==> src/rtl/cic3_pkg.sv <==
package cic3_pkg;
  localparam int RATE_W    = 2;
  localparam int MIN_LOG2  = 5;
  localparam int NUM_RATES = 1 << RATE_W;
  localparam int MAX_LOG2  = MIN_LOG2 + NUM_RATES - 1;
  localparam int ORDER     = 3;
  localparam int ACC_W     = ORDER * MAX_LOG2 + 2;
  localparam int OUT_W     = 16;
  localparam int LG_W      = 4;
endpackage

==> src/rtl/cic3_integ.sv <==
module cic3_integ #(
  parameter int W     = 26,
  parameter int ORDER = 3
) (
  input  logic                clk,
  input  logic                rst,
  input  logic                clr,
  input  logic                en,
  input  logic signed [W-1:0] x,
  output logic signed [W-1:0] acc
);
  for (genvar s = 0; s < ORDER; s++) begin : g_stage
    logic signed [W-1:0] src;
    logic signed [W-1:0] acc_r;
    if (s == 0) begin : g_first
      assign src = x;
    end else begin : g_next
      assign src = g_stage[s-1].acc_r;
    end
    // Modular sums; wrap-around is cancelled by the combs.
    always_ff @(posedge clk) begin
      if (rst || clr) acc_r <= '0;
      else if (en)    acc_r <= acc_r + src;
    end
  end

  assign acc = g_stage[ORDER-1].acc_r;
endmodule

==> src/rtl/cic3_comb.sv <==
module cic3_comb #(
  parameter int W     = 26,
  parameter int ORDER = 3
) (
  input  logic                clk,
  input  logic                rst,
  input  logic                clr,
  input  logic                tick,
  input  logic signed [W-1:0] din,
  output logic signed [W-1:0] dout
);
  for (genvar s = 0; s < ORDER; s++) begin : g_stage
    logic signed [W-1:0] src;
    logic signed [W-1:0] dly_r;
    logic signed [W-1:0] diff;
    if (s == 0) begin : g_first
      assign src = din;
    end else begin : g_next
      assign src = g_stage[s-1].diff;
    end
    assign diff = src - dly_r;
    always_ff @(posedge clk) begin
      if (rst || clr) dly_r <= '0;
      else if (tick)  dly_r <= src;
    end
  end

  assign dout = g_stage[ORDER-1].diff;
endmodule

==> src/rtl/cic3_format.sv <==
module cic3_format
  import cic3_pkg::*;
#(
  parameter int W = ACC_W
) (
  input  logic signed [W-1:0]     y,
  input  logic [LG_W-1:0]         lg2,
  input  logic                    mixed,
  output logic [OUT_W-1:0]        word
);
  localparam int SH_W = 5;
  localparam int FULL_MAX  = (1 << (OUT_W - 1)) - 1;
  localparam int MIXED_MAX = (1 << (OUT_W - 2)) - 1;

  logic [SH_W-1:0]     sh;
  logic signed [W-1:0] scaled;
  logic signed [W-1:0] lim;
  logic [OUT_W-1:0]    sat;

  always_comb begin
    // Growth is 3*lg2 bits; keep OUT_W-1 (or OUT_W-2 in mixed) below sign.
    sh     = SH_W'(ORDER * int'(lg2) - (OUT_W - 1) + int'(mixed));
    scaled = y >>> sh;
    lim    = mixed ? W'(MIXED_MAX) : W'(FULL_MAX);
    sat    = (scaled > lim) ? lim[OUT_W-1:0] : scaled[OUT_W-1:0];
    word   = mixed ? {1'b0, sat[OUT_W-2:0]} : sat;
  end
endmodule

==> src/rtl/cic3_decimator.sv <==
module cic3_decimator
  import cic3_pkg::*;
(
  input  logic              clk,
  input  logic              rst,
  input  logic              bit_en,
  input  logic              bit_in,
  input  logic [RATE_W-1:0] rate_sel,
  input  logic              mixed_mode,
  output logic [OUT_W-1:0]  sample_out,
  output logic              sample_valid,
  output logic              sample_settled
);
  localparam int CNT_W    = MAX_LOG2;
  localparam int SETTLE_N = ORDER;
  localparam int SC_W     = $clog2(SETTLE_N + 1);

  logic [RATE_W-1:0]       rate_q;
  logic [LG_W-1:0]         lg2;
  logic [CNT_W:0]          n_val;
  logic [CNT_W-1:0]        dcnt;
  logic                    flush, step, last, tick;
  logic signed [ACC_W-1:0] x, integ_out, comb_out;
  logic [OUT_W-1:0]        fmt_word;
  logic [SC_W-1:0]         scnt;

  assign flush = (rate_sel != rate_q);
  assign lg2   = LG_W'(MIN_LOG2) + LG_W'(rate_q);
  assign n_val = (CNT_W+1)'(1) << lg2;
  assign step  = bit_en && !flush;
  assign last  = ({1'b0, dcnt} == n_val - 1'b1);
  assign tick  = step && last;
  assign x     = bit_in ? ACC_W'(1) : '1;

  always_ff @(posedge clk) begin
    if (rst) rate_q <= rate_sel;
    else     rate_q <= rate_sel;
  end

  always_ff @(posedge clk) begin
    if (rst || flush) dcnt <= '0;
    else if (step)    dcnt <= last ? '0 : dcnt + 1'b1;
  end

  cic3_integ #(.W(ACC_W), .ORDER(ORDER)) u_integ (
    .clk(clk), .rst(rst), .clr(flush), .en(step), .x(x), .acc(integ_out)
  );

  cic3_comb #(.W(ACC_W), .ORDER(ORDER)) u_comb (
    .clk(clk), .rst(rst), .clr(flush), .tick(tick), .din(integ_out), .dout(comb_out)
  );

  cic3_format #(.W(ACC_W)) u_fmt (
    .y(comb_out), .lg2(lg2), .mixed(mixed_mode), .word(fmt_word)
  );

  always_ff @(posedge clk) begin
    if (rst) begin
      sample_out     <= '0;
      sample_valid   <= 1'b0;
      sample_settled <= 1'b0;
      scnt           <= '0;
    end else if (flush) begin
      sample_valid   <= 1'b0;
      sample_settled <= 1'b0;
      scnt           <= '0;
    end else begin
      sample_valid <= tick;
      if (tick) begin
        sample_out     <= fmt_word;
        sample_settled <= (scnt == SC_W'(SETTLE_N));
        if (scnt != SC_W'(SETTLE_N)) scnt <= scnt + 1'b1;
      end
    end
  end


  valid_single_chk: assert property (@(posedge clk) disable iff (rst)
    sample_valid |=> !sample_valid);


  count_range_chk: assert property (@(posedge clk) disable iff (rst)
    ({1'b0, dcnt} < n_val));


  mixed_flag_chk: assert property (@(posedge clk) disable iff (rst)
    (tick && mixed_mode) |=> (sample_valid && !sample_out[OUT_W-1]));


  flush_clear_chk: assert property (@(posedge clk) disable iff (rst)
    (rate_sel != rate_q) |=> (!sample_settled && !sample_valid && dcnt == '0));


  idle_hold_chk: assert property (@(posedge clk) disable iff (rst)
    (!bit_en && !flush) |=> ($stable(dcnt) && $stable(integ_out) && !sample_valid));
endmodule

==> config.mk <==
export PLATFORM = sky130hd
export DESIGN_NAME = cic3_decimator
export DESIGN_NICKNAME = d
export VERILOG_FILES = /design/src/rtl/cic3_pkg.sv /design/src/rtl/cic3_integ.sv /design/src/rtl/cic3_comb.sv /design/src/rtl/cic3_format.sv /design/src/rtl/cic3_decimator.sv
export SDC_FILE = /design/constraint.sdc
export NUM_CORES = 1
export LEC_CHECK = 0
export ABC_AREA = 1
export BUFFER_PORTS_ARGS = -buffer_cell sky130_fd_sc_hd__clkbuf_2
export CAP_MARGIN = 20
export CORE_ASPECT_RATIO = 1.4
export CORE_MARGIN = 5
export CORE_UTILIZATION = 49
export CTS_CLUSTER_DIAMETER = 30
export DETAILED_ROUTE_END_ITERATION = 12
export SYNTH_ARGS = -nofsm -noshare
export SYNTH_HDL_FRONTEND = slang
export SYNTH_SLANG_ARGS = --single-unit
==> constraint.sdc <==
create_clock -name clk -period 7.25 [get_ports clk]
set_input_delay 1.0875 -clock clk [delete_from_list [all_inputs] [get_ports clk]]
set_output_delay 1.0875 -clock clk [all_outputs]
set_load 0.01 [all_outputs]
==> flow_metrics.env <==
export IMPL_outcome="complete, no violations"
export IMPL_synth_mux_area_share_pct=0
export IMPL_die_h_um=215.3
export IMPL_core_area_um2=29840
export IMPL_hp_class="reg -> reg"
export IMPL_drc_errors=0
export IMPL_max_freq_mhz=148.6
export IMPL_relSlewSlack_pct=30.46
export IMPL_gp_congestion=0.8982
export IMPL_numCtsBuffers=17
export IMPL_syn_nets=2375
export IMPL_initial_utilization_pct=49.41
export IMPL_cap_violations=0
export IMPL_antenna_cells=0
export IMPL_root_buffer="clkbuf_16"
export IMPL_via_per_inst=5.245
export IMPL_leakage_uw=0.008110
export IMPL_cts_sinks=186
export IMPL_post_route_period_util_pct=92.85
export IMPL_syn_area_um2=14750
export IMPL_power_density_nw_per_um2=343.0
export IMPL_die_w_um=156.6
export IMPL_gr_total_overflow=0
export IMPL_fin_setup_tns_ps=0
export IMPL_synth_largest_area_cell="dfxtp_1"
export IMPL_htreeDepth=4
export IMPL_track_usage_pct=21.50
export IMPL_criticalPathCategory="reg -> reg"
export IMPL_vias=13826
export IMPL_gr_max_usage_layer="met2"
export IMPL_synth_avg_cell_area_um2=6.705
export IMPL_first_pass_iters=5
export IMPL_setup_viol=0
export IMPL_grt_pass1_wl_um=60890
export IMPL_ys_warnings_count=0
export IMPL_place_hpwl_um=27960
export IMPL_dp_cells=2583
export IMPL_synthAdderAreaFrac_pct=14.70
export IMPL_synthCells=2199
export IMPL_wl_per_cell_um=13.85
export IMPL_met2_usage_pct=40.63
export IMPL_port_buffers=24
export IMPL_slowest_stage="fa_2"
export IMPL_ant_nets=0
export IMPL_clk_latency_ps=460
export IMPL_async_reset_ff_share_pct=0
export IMPL_cp_required_ps=7570
export IMPL_final_cells=2636
export IMPL_path_clk_slew_ps=80
export IMPL_ys_ff_latch=186
export IMPL_slowest_delay_ps=540
export IMPL_synth_most_common_cell="nand2_1"
export IMPL_dpl_cell_area_um2=15430
export IMPL_peakVddDrop_v=0.0002025
export IMPL_timing_final_max_slew_violations=0
export IMPL_wirelength_um=36500
export IMPL_synth_top_area_share_pct=25.25
export IMPL_holdPathStages=2
export IMPL_num_io_pins=25
export IMPL_synthTopCellsByArea="dfxtp_1 (25%), ha_1 (14%), nand2_1 (11%), inv_1 (7.7%), a21oi_1 (7.1%)"
export IMPL_hold_viol_final=0
export IMPL_cp_arrival_ps=7050
export IMPL_end_kind="flip-flop"
export IMPL_grt_max_degree=52
export IMPL_yosys_top_cells_count="nand2_1 (420), inv_1 (304), a21oi_1 (210), o21ai_0 (202), dfxtp_1 (186)"
export IMPL_synth_top_family_by_area="simple AND/OR/NAND/NOR gates"
export IMPL_use_met3_pct=2.838
export IMPL_rr_worst_depth=52
export IMPL_synth_xor_xnor_area_share_pct=8.137
export IMPL_syn_to_final_growth_pct=12.66
export IMPL_period_needed_ps=6732
export IMPL_crit_path_start_kind="flip-flop"
export IMPL_hold_ws_ps=462.3
export IMPL_use_met1_pct=23.68
export IMPL_worst_slew_pin_slew_ps=1036
export IMPL_rows=75
export IMPL_fin_area_um2=16610
export IMPL_drt_iter0_drc=531
export IMPL_synth_edff_count=0
export IMPL_first_global_vias=13302
export IMPL_tritoncts="done"
export IMPL_hold_buffers=0
export IMPL_worstPathMaxFanout=7
export IMPL_synth_cell_types=44
export IMPL_drive_gt1_share_pct=11.42
export IMPL_dieArea_um2=33710
export IMPL_synth_main_ff_cell="dfxtp_1"
export IMPL_antenna_found_initial=0
export IMPL_nets=2414
export IMPL_yosys_area_share_simple_pct=22.61
export IMPL_synth_compound_area_share_pct=19.48
export IMPL_clockBufferDepth=2
export IMPL_worst_clock_skew_ps=20.12
export IMPL_ys_seq_area_share_pct=25.25
layout make-up:
cell class              count  area (um2)
clock inverters            14       131.4
flip-flops and latches    186        3726
multi-input cells        1632       10020
well taps                 385       481.7
repair buffers             88       638.1
inverters                 313        1180
fillers                  3049       13230
clock buffers              18       439.2
placed cells by master (no fill, tap or decap), types with 24 or more instances in the layout:
cell type and n:
ha_1 151, xnor2_1 37, xor2_1 91, nand2_1 388, clkbuf_2 24, nand3_1 154
nor2_1 153, a21oi_1 195, buf_4 60, o22ai_1 39, nand2_2 36, inv_1 295
dfxtp_1 184, o21ai_0 191
path summary, 6_finish.rpt:
kind	start	slack, ps	end
max	u_integ.acc[0]$_SDFFE_PP0P_	520	sample_out[1]$_SDFFE_PP0P_
min	u_comb.g_stage[1].dly_r[2]$_SDFFE_PP0P_	460	u_comb.g_stage[1].dly_r[2]$_SDFFE_PP0P_
max reg2reg	u_integ.acc[0]$_SDFFE_PP0P_	520	sample_out[1]$_SDFFE_PP0P_
min reg2reg	u_comb.g_stage[1].dly_r[2]$_SDFFE_PP0P_	460	u_comb.g_stage[1].dly_r[2]$_SDFFE_PP0P_
per-stage QoR:
step           worst slack [ps]  utilization, %  power (uW)
5_1_grt                  -89.05           55.67        6228
4_1_cts                   109.9           53.61        5262
2_1_floorplan             855.9               -        3507
6_report                  518.5           55.67        5698
3_5_place_dp              137.2           51.70        4325
3_3_place_gp              253.8           51.70        4306
timing repair:
| item | 4_1_cts | 5_1_grt |
|---|---|---|
| buffers inserted | 0 | 20 |
| gates resized for setup | 0 | 120 |
| setup endpoints to repair | 0 | 16 |
critical path, delay by kind of cell (launching register included):
family	cells	cell delay [ps]
AND/OR/NAND/NOR	30	2590
adder cells (fa/ha/maj)	5	1630
AO/OA/AOI/OAI	8	1170
buffers and inverters	8	690
flip-flops	1	330
XOR/XNOR	1	190
routing by layer:
metal	wire length, um	share of wire [%]
met1	15130	41
met2	19340	53
met3	670	1.8
met4	1361	3.7
met5	0	0
power by group:
group / switching, uW / internal (uW) / leakage, uW
logic: 2280 / 1440 / 0.00633
clock network: 455 / 462 / 0.000276
registers: 18.9 / 1040 / 0.00151
total: 2760 / 2940 / 0.00811
logic make-up after synthesis:
| logic type | Yosys count |
|---|---|
| adders and majority gates | 169 |
| AOI/OAI and AO/OA | 531 |
| xor gates and xnor gates | 137 |
| and+or+nand+nor | 795 |
| DFF | 186 |
| buffers and inverters | 381 |
flip-flops by register name, indices dropped and copies added, names as in the netlist:
register and flops:
rate_q 2, sample_out 16, dcnt 8, sample_valid 1, scnt 2, u_integ.acc 26, sample_settled 1, u_comb.g_stage.dly_r 78
u_integ.g_stage.acc_r 52
No activity file was read; power rests on OpenSTA's default activity.
